[src/rtl/baud_pkg.sv]
package baud_pkg;
  typedef enum logic [1:0] {
    SEL_MODE = 2'd0,
    SEL_CD   = 2'd1,
    SEL_BDIV = 2'd2,
    SEL_NONE = 2'd3
  } cfg_sel_e;
endpackage

[src/rtl/baud_prescale.sv]
module baud_prescale #(
  parameter int PRE_DIV = 8
) (
  input  logic clk,
  input  logic rst_n,
  input  logic clr,
  input  logic en_div,
  output logic pre_tick
);
  localparam int PW = (PRE_DIV > 1) ? $clog2(PRE_DIV) : 1;
  localparam logic [PW-1:0] LAST = PW'(PRE_DIV - 1);

  logic [PW-1:0] cnt;

  always_ff @(posedge clk or negedge rst_n) begin
    if (!rst_n)          cnt <= '0;
    else if (clr)        cnt <= '0;
    else if (en_div)     cnt <= (cnt == LAST) ? '0 : cnt + PW'(1);
  end

  // pass-through when prescaling is off; gated during a restart
  assign pre_tick = !clr && (en_div ? (cnt == LAST) : 1'b1);
endmodule

[src/rtl/baud_gen_count.sv]
module baud_gen_count #(
  parameter int CD_W = 16
) (
  input  logic            clk,
  input  logic            rst_n,
  input  logic            clr,
  input  logic            step,
  input  logic [CD_W-1:0] cd,
  output logic            tick
);
  logic [CD_W-1:0] cnt;
  logic            run;

  function automatic logic at_end(input logic [CD_W-1:0] c, input logic [CD_W-1:0] lim);
    return c == lim - CD_W'(1);
  endfunction

  assign run  = (cd != '0);
  assign tick = !clr && step && run && at_end(cnt, cd);

  always_ff @(posedge clk or negedge rst_n) begin
    if (!rst_n)            cnt <= '0;
    else if (clr)          cnt <= '0;
    else if (step && run)  cnt <= tick ? '0 : cnt + CD_W'(1);
  end
endmodule

[src/rtl/baud_bit_div.sv]
module baud_bit_div #(
  parameter int DIV_W   = 8,
  parameter int DIV_MIN = 4
) (
  input  logic             clk,
  input  logic             rst_n,
  input  logic             clr,
  input  logic             step,
  input  logic [DIV_W-1:0] bdiv,
  output logic             tick
);
  localparam logic [DIV_W-1:0] FLOOR = DIV_W'(DIV_MIN);

  function automatic logic [DIV_W-1:0] eff_div(input logic [DIV_W-1:0] v);
    return (v < FLOOR) ? FLOOR : v;
  endfunction

  logic [DIV_W-1:0] cnt;
  logic [DIV_W-1:0] lim;

  assign lim  = eff_div(bdiv);
  assign tick = !clr && step && (cnt == lim);

  always_ff @(posedge clk or negedge rst_n) begin
    if (!rst_n)     cnt <= '0;
    else if (clr)   cnt <= '0;
    else if (step)  cnt <= tick ? '0 : cnt + DIV_W'(1);
  end
endmodule

[src/rtl/baud_tick_gen.sv]
module baud_tick_gen #(
  parameter int CD_W    = 16,
  parameter int DIV_W   = 8,
  parameter int PRE_DIV = 8,
  parameter int DIV_MIN = 4
) (
  input  logic            clk,
  input  logic            rst_n,
  input  logic            wr_en,
  input  logic [1:0]      wr_sel,
  input  logic [CD_W-1:0] wr_data,
  output logic            sample_tick,
  output logic            bit_tick
);
  import baud_pkg::*;

  cfg_sel_e         sel;
  logic             cfg_wr;
  logic             cfg_pre;
  logic [CD_W-1:0]  cfg_cd;
  logic [DIV_W-1:0] cfg_bdiv;
  logic             pre_tick;

  assign sel    = cfg_sel_e'(wr_sel);
  assign cfg_wr = wr_en && (sel != SEL_NONE);

  always_ff @(posedge clk or negedge rst_n) begin
    if (!rst_n) begin
      cfg_pre  <= 1'b0;
      cfg_cd   <= '0;
      cfg_bdiv <= DIV_W'(DIV_MIN);
    end else if (cfg_wr) begin
      case (sel)
        SEL_MODE: cfg_pre  <= wr_data[0];
        SEL_CD:   cfg_cd   <= wr_data;
        SEL_BDIV: cfg_bdiv <= wr_data[DIV_W-1:0];
        default:  ;
      endcase
    end
  end

  baud_prescale #(.PRE_DIV(PRE_DIV)) u_pre (
    .clk(clk), .rst_n(rst_n), .clr(cfg_wr), .en_div(cfg_pre), .pre_tick(pre_tick)
  );

  baud_gen_count #(.CD_W(CD_W)) u_gen (
    .clk(clk), .rst_n(rst_n), .clr(cfg_wr), .step(pre_tick), .cd(cfg_cd), .tick(sample_tick)
  );

  baud_bit_div #(.DIV_W(DIV_W), .DIV_MIN(DIV_MIN)) u_div (
    .clk(clk), .rst_n(rst_n), .clr(cfg_wr), .step(sample_tick), .bdiv(cfg_bdiv), .tick(bit_tick)
  );
endmodule

[config.mk]
export PLATFORM = sky130hd
export DESIGN_NAME = baud_tick_gen
export DESIGN_NICKNAME = d
export VERILOG_FILES = /design/src/rtl/baud_pkg.sv /design/src/rtl/baud_prescale.sv /design/src/rtl/baud_gen_count.sv /design/src/rtl/baud_bit_div.sv /design/src/rtl/baud_tick_gen.sv
export SDC_FILE = /design/constraint.sdc
export NUM_CORES = 1
export LEC_CHECK = 0
export ABC_AREA = 1
export CAP_MARGIN = 30
export CORE_MARGIN = 5
export CORE_UTILIZATION = 54
export DETAILED_ROUTE_END_ITERATION = 16
export GPL_TIMING_DRIVEN = 0
export PLACE_DENSITY_LB_ADDON = 0.12
export SYNTH_ARGS = -nofsm -noshare
export SYNTH_HDL_FRONTEND = slang
export SYNTH_SLANG_ARGS = --single-unit
export TNS_END_PERCENT = 30
[constraint.sdc]
create_clock -name clk -period 2.1 [get_ports clk]
set_clock_uncertainty 0.15 [all_clocks]
set_input_delay 0.42 -clock clk [delete_from_list [all_inputs] [get_ports clk]]
set_output_delay 0.42 -clock clk [all_outputs]
set_load 0.05 [all_outputs]
==> impl_metrics.yaml <==
floorplan:
  io_pins: 23
  dieArea_sq_mm: 0.00844
  rows: 29
  core_sq_mm: 0.00642
  dieHeight_um: 91.9
  start_util_pct: 56.4
  die_width_um: 91.9
clock_network:
  cts-buffers-inserted: 5
  clk_path_buf_depth: 2
  clockRootBuffer: "clkbuf_8"
  clock-sinks: 52
  clock_latency_ns: 0.32
  path_clk_slew_ns: 0.11
  cts_tree: "built"
  h-tree-depth: 2
hold_path:
  hold_path.class: "reg -> reg"
  min_from: "cfg_bdiv[2]"
timing:
  fin_crit_sh_pct: 139
  hold_slack_ns: 0.365
  drv_slew: 0
  period_needed_ns: 2.92
  hold_viol_final: 0
  fin_tns_setup_ns: -4.25
  grt_setup_unrepaired: "true"
  worst_pin_slew_ns: 0.594
  max_freq_mhz: 342
  finalSetupViolCount: 26
  worst_slack_ns: -0.822
  max_slew_margin_pct: 60.4
synth:
  netlist_top_cells_area: "dfrtp_1, nand2_1, inv_1, nor2_1, nand3_1"
  synthesis.instances: 536
  synth_common_cells: "nand2_1, inv_1, nor2_1"
  yosysSeqAreaShare_pct: 36.0
  yosys.area.top_type_share_pct: 35.3
  synth_top_cell_by_area: "dfrtp_1"
  yosysMostFrequentCell: "nand2_1"
  mappedNetlistArea_sq_mm: 0.00362
  syn_nets: 563
  synth-edff-count: 0
  syn_area_per_cell_sq_um: 6.75
  synthFlopType: "dfrtp_1"
  synthArstFlopShare_pct: 100
  ys_ff_latch: 52
  yosysWarnings: 0
  yosysUniqueCellTypes: 29
cells_and_area:
  fillers: 575
  drive_gt1_share_pct: 18.7
  layout.area.seq_sq_mm: 0.00131
  fin_area_sq_mm: 0.00438
  antenna_cells: 0
  multi_input_area_sq_mm: 0.00212
  post-route-util_pct: 68.2
  areaGrowthSynthToFinish_pct: 20.9
  final_nets: 610
global_route:
  grt_pass1_vias: 3379
  grt_pass1_wl_mm: 15.6
  grt_usage_pct: 22.9
  antenna_found_initial: 0
  grt_max_degree: 36
  gr-total-overflow: 0
setup_path:
  crit_buf_inv: 2
  critical_path.max_stage_delay_ns: 0.41
  crit_family: "simple AND/OR/NAND/NOR gates"
  crit_type: "reg -> out"
  crit_chain: "inv_2, ha_4, nand2_4, nor2_4, nand2_1, nand2_2, nand2_1, nand2_1, nand2_1, nor2_4, nand3_4, nor3_4, buf_6"
  end_kind: "output pin"
  cpMostUsedCell: "nand2_1"
  critPathRequiredTime_ns: 1.53
  path_max_fanout: 7
  crit_arrival_ns: 2.35
  reg2reg_from: "cfg_cd[1]"
  startpoint_type: "flip-flop"
  cp-startpoint: "cfg_cd[1]"
  cp_slowest_cell: "dfrtp_1"
pwr:
  vdd_ir_drop_max_uv: 452
  p_leak_nw: 2.21
  power_density_mw_per_mm2: 643
drt:
  wire_per_inst_um: 13.9
  first_iter_violations: 206
  drc: 0
  first_pass_iters: 5
  vias: 3519
  via_per_inst: 5.32
  ant_nets: 0
  drt_wl_total_mm: 9.16
placed_design:
  dpl.hpwl_mm: 6.74
  gp_congestion: 0.967
  io_buffers: 22
  placed_area_sq_mm: 0.00399
flow_run:
  drv_cap: 0
status:
  violations: "setup timing"
  status: "complete, but fails checks"
==> flip-flops by register name (all words and copies together) (netlist names) <==
register and cells:
u_pre.cnt 3, cfg_bdiv 8, cfg_pre 1, cfg_cd 16, u_div.cnt 8, u_gen.cnt 16
==> power breakdown <==
part	switching, mW	internal, mW
clock network	0.379	0.244
registers	0.128	1.11
logic	0.590	0.362
==> what timing repair did <==
item / 4_1_cts / 5_1_grt
gates cloned: 1 / 0
buffers inserted: 10 / 5
pin swaps: 17 / 4
endpoints found under the setup margin: 26 / 27
hold buffers: 1 / 0
gates resized for setup: 35 / 31
endpoints found under the hold margin: 17 / 0
==> layout by cell type, fill, tap and decap left out, drive strengths merged, types with 6 or more instances in the layout <==
cell and count:
clkdlybuf4s50 19, clkbuf 11, xnor2 7, nand3b 8
buf 21, nor2 77, inv 86, o21ai 24
nand2 178, ha 6, xor2 13, nand4 14
a21oi 9, dfrtp 51, nand3 43, nor3 6
==> worst paths after layout <==
path	endpoint	depth (start not counted)	slack [ns]
max	bit_tick	13	-0.82
min	cfg_bdiv[2]	2	0.36
max reg2reg	u_div.cnt[0]	14	-0.15
min reg2reg	cfg_bdiv[2]	2	0.36
max in group asynchronous	cfg_bdiv[2]	3	0.79
min in group asynchronous	cfg_cd[14]	2	0.41
==> metal layers <==
metal,GRT usage (%),share of wire (%),vias to the layer above
met5,0,0,-
met4,6.19,1.5,0
met1,31.3,46,1637
met2,37.1,47,101
met3,4.42,5.3,17
li1,-,-,1764
==> layout make-up <==
class	instances	area share (%)
multi-input cells	392	48.4
flip-flops and latches	52	29.9
repair buffers	40	9.12
inverters	85	7.29
well taps	77	2.20
clock buffers	5	1.57
plain buffers	7	1.00
clock inverters	3	0.600
==> tightest hold or removal path: stages, from the launching register on <==
cell and delay, ns:
dfstp_2 0.39, nand2_1 0.05, o21ai_0 0.07
==> through the flow <==
step | cells | total power [mW] | worst slack [ns]
2_1_floorplan | 536 | 1.83 | -0.457
3_3_place_gp | 635 | 2.04 | -1.71
3_5_place_dp | 636 | 2.07 | -1.74
4_1_cts | 656 | 2.75 | -0.794
5_1_grt | 661 | 3.03 | -0.952
6_report | 661 | 2.82 | -0.822
==> kinds of logic after synthesis <==
logic type | share of synthesized area [%]
fa+ha+maj | 2.07
xor+xnor | 4.84
compound gates | 5.29
mux | 0.622
buf+inv | 9.99
simple gates | 41.2
flops | 36.0
No activity file was read; power rests on OpenSTA's default activity.
